--- src/rtl/cdiv_pkg.sv ---
package cdiv_pkg;
  localparam int CSEL_W  = 2;
  localparam int PSEL_W  = 4;
  localparam int RATIO_W = PSEL_W;

  typedef logic [RATIO_W-1:0] ratio_t;

  // power-of-two ratio from the core code
  function automatic ratio_t core_ratio(input logic [CSEL_W-1:0] code);
    return ratio_t'(1) << code;
  endfunction

  function automatic ratio_t ratio_max(input ratio_t a, input ratio_t b);
    return (a < b) ? b : a;
  endfunction
endpackage

--- src/rtl/cdiv_rst_sync.sv ---
module cdiv_rst_sync #(
  parameter int STAGES = 2
) (
  input  logic clk,
  input  logic rst_n,
  output logic rst_n_sync
);
  logic [STAGES-1:0] sync_q;
  logic [STAGES-1:0] sync_d;

  always_comb begin
    sync_d = {sync_q[STAGES-2:0], 1'b1};
  end

  always_ff @(posedge clk or negedge rst_n) begin
    if (!rst_n) sync_q <= '0;
    else        sync_q <= sync_d;
  end

  assign rst_n_sync = sync_q[STAGES-1];
endmodule

--- src/rtl/cdiv_lane_cnt.sv ---
module cdiv_lane_cnt #(
  parameter int W = 4
) (
  input  logic         clk,
  input  logic         rst_n,
  input  logic [W-1:0] ratio,
  output logic         pulse,
  output logic         at_last
);
  logic [W-1:0] cnt_q;
  logic [W-1:0] cnt_d;

  always_comb begin
    at_last = (cnt_q >= (ratio - W'(1)));
    pulse   = (cnt_q == '0);
    cnt_d   = at_last ? '0 : (cnt_q + W'(1));
  end

  always_ff @(posedge clk or negedge rst_n) begin
    if (!rst_n) cnt_q <= '0;
    else        cnt_q <= cnt_d;
  end
endmodule

--- src/rtl/cdiv_ratio_ctrl.sv ---
module cdiv_ratio_ctrl #(
  parameter int CSEL_W     = 2,
  parameter int PSEL_W     = 4,
  parameter int RST_CSEL   = 0,
  parameter int RST_PRATIO = 5
) (
  input  logic              clk,
  input  logic              rst_n,
  input  logic              wr_en,
  input  logic [CSEL_W-1:0] wr_csel,
  input  logic [PSEL_W-1:0] wr_psel,
  input  logic              wrap_both,
  output logic [CSEL_W-1:0] act_csel,
  output logic [PSEL_W-1:0] act_pratio,
  output logic              pending,
  output logic              err
);
  logic [CSEL_W-1:0] act_c_q, act_c_d, pnd_c_q, pnd_c_d;
  logic [PSEL_W-1:0] act_p_q, act_p_d, pnd_p_q, pnd_p_d;
  logic              pv_q, pv_d, err_q, err_d;
  logic              apply;
  logic              psel_zero;

  always_comb begin
    apply     = pv_q && wrap_both;
    psel_zero = (wr_psel == '0);
    act_c_d   = act_c_q;
    act_p_d   = act_p_q;
    pnd_c_d   = pnd_c_q;
    pnd_p_d   = pnd_p_q;
    pv_d      = pv_q;
    err_d     = err_q;
    if (apply) begin
      act_c_d = pnd_c_q;
      act_p_d = pnd_p_q;
      pv_d    = 1'b0;
    end
    if (wr_en) begin
      pnd_c_d = wr_csel;
      if (!psel_zero)  pnd_p_d = wr_psel;
      else if (!pv_q)  pnd_p_d = act_p_q;
      pv_d = 1'b1;
      if (psel_zero) err_d = 1'b1;
    end
  end

  always_ff @(posedge clk or negedge rst_n) begin
    if (!rst_n) begin
      act_c_q <= CSEL_W'(RST_CSEL);
      act_p_q <= PSEL_W'(RST_PRATIO);
      pnd_c_q <= CSEL_W'(RST_CSEL);
      pnd_p_q <= PSEL_W'(RST_PRATIO);
      pv_q    <= 1'b0;
      err_q   <= 1'b0;
    end else begin
      act_c_q <= act_c_d;
      act_p_q <= act_p_d;
      pnd_c_q <= pnd_c_d;
      pnd_p_q <= pnd_p_d;
      pv_q    <= pv_d;
      err_q   <= err_d;
    end
  end

  assign act_csel   = act_c_q;
  assign act_pratio = act_p_q;
  assign pending    = pv_q;
  assign err        = err_q;
endmodule

--- src/rtl/dualrate_clken_div.sv ---
module dualrate_clken_div
  import cdiv_pkg::*;
#(
  parameter int RST_CSEL   = 0,
  parameter int RST_PRATIO = 5,
  parameter int SYNC_STG   = 2
) (
  input  logic                      clk,
  input  logic                      rst_n,
  input  logic                      wr_en,
  input  logic [CSEL_W+PSEL_W-1:0]  wr_data,
  output logic                      core_en,
  output logic                      peri_en,
  output logic [RATIO_W-1:0]        rd_core_ratio,
  output logic [RATIO_W-1:0]        rd_peri_ratio,
  output logic                      rd_pending,
  output logic                      sel_err,
  output logic                      clamp_flag
);
  localparam int LANES = 2;

  logic              rst_n_int;
  logic [CSEL_W-1:0] act_csel;
  logic [PSEL_W-1:0] act_pratio;
  ratio_t            eff_core, eff_peri;
  ratio_t            lane_ratio [LANES];
  logic [LANES-1:0]  lane_pulse, lane_last;
  logic              wrap_both;

  cdiv_rst_sync #(.STAGES(SYNC_STG)) u_rst (
    .clk(clk), .rst_n(rst_n), .rst_n_sync(rst_n_int)
  );

  cdiv_ratio_ctrl #(
    .CSEL_W(CSEL_W), .PSEL_W(PSEL_W),
    .RST_CSEL(RST_CSEL), .RST_PRATIO(RST_PRATIO)
  ) u_ctrl (
    .clk(clk), .rst_n(rst_n_int), .wr_en(wr_en),
    .wr_csel(wr_data[CSEL_W-1:0]),
    .wr_psel(wr_data[CSEL_W+PSEL_W-1:CSEL_W]),
    .wrap_both(wrap_both),
    .act_csel(act_csel), .act_pratio(act_pratio),
    .pending(rd_pending), .err(sel_err)
  );

  always_comb begin
    eff_core      = core_ratio(act_csel);
    eff_peri      = ratio_max(ratio_t'(act_pratio), eff_core);
    lane_ratio[0] = eff_core;
    lane_ratio[1] = eff_peri;
    wrap_both     = &lane_last;
  end

  for (genvar g = 0; g < LANES; g++) begin : g_lane
    cdiv_lane_cnt #(.W(RATIO_W)) u_cnt (
      .clk(clk), .rst_n(rst_n_int), .ratio(lane_ratio[g]),
      .pulse(lane_pulse[g]), .at_last(lane_last[g])
    );
  end

  assign core_en       = lane_pulse[0];
  assign peri_en       = lane_pulse[1];
  assign rd_core_ratio = eff_core;
  assign rd_peri_ratio = eff_peri;
  assign clamp_flag    = (ratio_t'(act_pratio) < eff_core);
endmodule

--- config.mk ---
export PLATFORM = sky130hd
export DESIGN_NAME = dualrate_clken_div
export DESIGN_NICKNAME = d
export VERILOG_FILES = /design/src/rtl/cdiv_pkg.sv /design/src/rtl/cdiv_rst_sync.sv /design/src/rtl/cdiv_lane_cnt.sv /design/src/rtl/cdiv_ratio_ctrl.sv /design/src/rtl/dualrate_clken_div.sv
export SDC_FILE = /design/constraint.sdc
export NUM_CORES = 1
export LEC_CHECK = 0
export BUFFER_PORTS_ARGS = -buffer_cell sky130_fd_sc_hd__clkbuf_2
export CAP_MARGIN = 20
export CORE_AREA = 10 10 59 80
export CTS_BUF_LIST = sky130_fd_sc_hd__clkbuf_16
export DETAILED_ROUTE_END_ITERATION = 8
export DIE_AREA = 0 0 69 90
export SETUP_SLACK_MARGIN = 0.5
export SYNTH_ARGS = -nofsm -noshare
export SYNTH_HDL_FRONTEND = slang
export SYNTH_SLANG_ARGS = --single-unit
--- constraint.sdc ---
create_clock -name clk -period 3.3 [get_ports clk]
set_input_delay 0.99 -clock clk [delete_from_list [all_inputs] [get_ports clk]]
set_output_delay 0.99 -clock clk [all_outputs]
set_load 0.05 [all_outputs]
==> results.py <==
metrics = {
    "logic_synthesis": {
        "syn_inst": 127,
        "synth_enable_flop_cells": 0,
        "synth_cell_types": 31,
        "ys_ff_latch": 24,
        "ys_seq_area_frac": 0.446,
        "synthTopCellsByArea": "dfrtp_1 37%, ha_1 15%, dfstp_2 7.7%",
        "syn-cell-area_um2": 1360,
        "yosysTopAreaCellShare": 0.368,
        "yosys.area.top_type": "dfrtp_1",
        "yosysWarnings": 0,
        "synth_nets": 152,
        "avgSynthCellArea_um2": 10.7,
        "ys.flop_type": "dfrtp_1",
        "yosys-top-cells-count": "21 x inv_1, 20 x dfrtp_1, 16 x ha_1, 13 x nor2_1, 8 x mux2_2",
        "async_flop_share": 1.00,
        "yosysMostFrequentCell": "inv_1",
    },
    "cts": {
        "path_clk_slew_ps": 60,
        "root_buffer": "clkbuf_16",
        "hold_buffers": 0,
        "clockBufferDepth": 2,
        "cts_made_buffers": 3,
        "htree_levels": 1,
        "cts_tree": "done",
        "worstSkewPairLatency_ps": 250,
        "cts_sinks": 24,
    },
    "detailed_routing": {
        "drcViolationCount": 0,
        "wl_per_cell_um": 13.4,
        "vias": 984,
        "drtPass1Iterations": 4,
        "via_per_inst": 4.92,
        "drt_first_iter_violations": 15,
        "ant_nets": 0,
        "routed_wl_um": 2670,
    },
    "sta": {
        "drv_slew": 0,
        "rsz0062_at_grt": "yes",
        "hold_slack_ps": 351,
        "fmax_mhz": 310,
        "fin_crit_ps": 3230,
        "setup_viol": 0,
        "worst_slack_ps": 71.2,
        "finalCritPeriodShare": 0.978,
        "finClkSkew_ps": 2.01,
        "slew_headroom": 0.425,
        "finalHoldViolations": 0,
        "tightestPinTransition_ps": 862,
    },
    "floorplanning": {
        "row_count": 25,
        "io_pins": 22,
        "die_width_um": 69,
        "die_y_um": 90,
        "start_util": 0.410,
        "die_area_um2": 6210,
        "core_um2": 3320,
    },
    "critical_path": {
        "cp-start-kind": "register",
        "cp.depth": 9,
        "cp_cell_sequence": "and2b_4 -> inv_2 -> ha_4 -> o21ai_2 -> o21bai_2 -> a21oi_4 -> buf_6 -> mux2_4 -> buf_8",
        "cp_top_family": "compound AO/OA/AOI/OAI gates",
        "path_class": "reg -> out",
        "r2r-start": "u_ctrl.act_csel[1]",
        "critPathRequiredTime_ps": 2310,
        "crit_fanout": 4,
        "critical_path_buf_inv_count": 3,
        "critical_path.startpoint": "u_ctrl.act_csel[1]",
        "cpPeakStageDelay_ps": 380,
        "worstRegToRegCells": 14,
        "end_kind": "output port",
        "arrival_ps": 2240,
        "slowest_stage": "dfrtp_1",
    },
    "min_path": {
        "hp-class": "reg -> reg",
        "hold_path_startpoint": "u_rst.sync_q[0]",
        "holdPathStages": 0,
    },
    "placed_design": {
        "portBuffers": 21,
        "hpwl_um": 2150,
        "place_congestion": 0.748,
        "dpl_cell_area_um2": 1650,
        "dp_slack_ps": 41.2,
    },
    "run_status": {
        "status": "finished, final reports clean",
    },
    "global_routing": {
        "grt.overflow.total": 0,
        "antenna_found_initial": 0,
        "grt_max_degree": 23,
        "track_usage": 0.0916,
        "grt_pass1_wl_um": 4840,
        "grt_pass1_vias": 1080,
    },
    "final_layout": {
        "antenna_cells": 0,
        "layout-drive-gt1-share": 0.456,
        "areaGrowthSynthToFinish_pct": 39.0,
        "stdcell_area_um2": 1890,
        "finalNetCount": 186,
    },
    "run": {
        "max-cap-violations": 0,
    },
}
[cells by family after synthesis]
family	share of synthesized area
buf+inv	0.0608
compound gates	0.0994
flops	0.446
xor+xnor	0.0322
fa+ha+maj	0.147
mux	0.103
simple gates	0.109
other cells	0.00276
[what timing repair did]
item	4_1_cts	5_1_grt
resized for setup	22	6
endpoints found under the setup margin	15	15
buffers inserted	3	2
hold endpoints to repair	0	0
pin swaps	11	2
[layout make-up]
class	count	area, um^2
Inverter	21	78.8
Fill cell	303	1430
Clock buffer	3	75.1
Timing Repair Buffer	30	220
Tap cell	40	50.0
Clock inverter	1	3.75
Sequential cell	24	607
Multi-Input combinational cell	81	853
[worst paths after layout]
check | to | slack (ps)
max | rd_peri_ratio[2] | 70
min reg2reg | u_rst.sync_q[1] | 350
min in group asynchronous | g_lane[0].u_cnt.cnt_q[0] | 360
max reg2reg | u_ctrl.act_csel[0] | 100
max in group asynchronous | u_ctrl.act_csel[0] | 2350
min | u_rst.sync_q[1] | 350
[cells in the final DEF, fill, tap and decap left out, types with 4 or more instances in the layout]
cell type and count:
dfrtp_1 19, ha_4 4, a31oi_1 4, o21ai_0 4, ha_1 11, inv_1 20, nor2_1 10, dfstp_2 4
mux2_4 7, buf_4 7, clkbuf_2 17
[flip-flops by register name (all words and copies together) (netlist names)]
| register | cells |
|---|---|
| u_ctrl.act_pratio | 4 |
| u_ctrl.pnd_p_q | 4 |
| u_ctrl.err | 1 |
| u_ctrl.act_csel | 2 |
| g_lane.u_cnt.cnt_q | 8 |
| u_ctrl.pending | 1 |
| u_ctrl.pnd_c_q | 2 |
| u_rst.sync_q | 2 |
[per-layer routing]
metal  vias to the layer above  GRT usage  part of all wire
met4                         0     0.0455             0.019
met3                         5     0.0297             0.049
li1                        490          -                 -
met5                         -          0                 0
met2                        18      0.164              0.53
met1                       471     0.0911              0.40
[per-stage QoR]
stage / std cells / setup TNS, ps / util
after detailed placement: 191 / 0 / 0.496
after global placement: 191 / 0 / 0.496
final: 200 / 0 / 0.569
after global routing: 200 / -93.4 / 0.569
after CTS: 198 / 0 / 0.561
after floorplan: 127 / -1830 / -
Power is not shown: default switching activity piles up to over one toggle a cycle in this logic, so the estimate is an artifact.
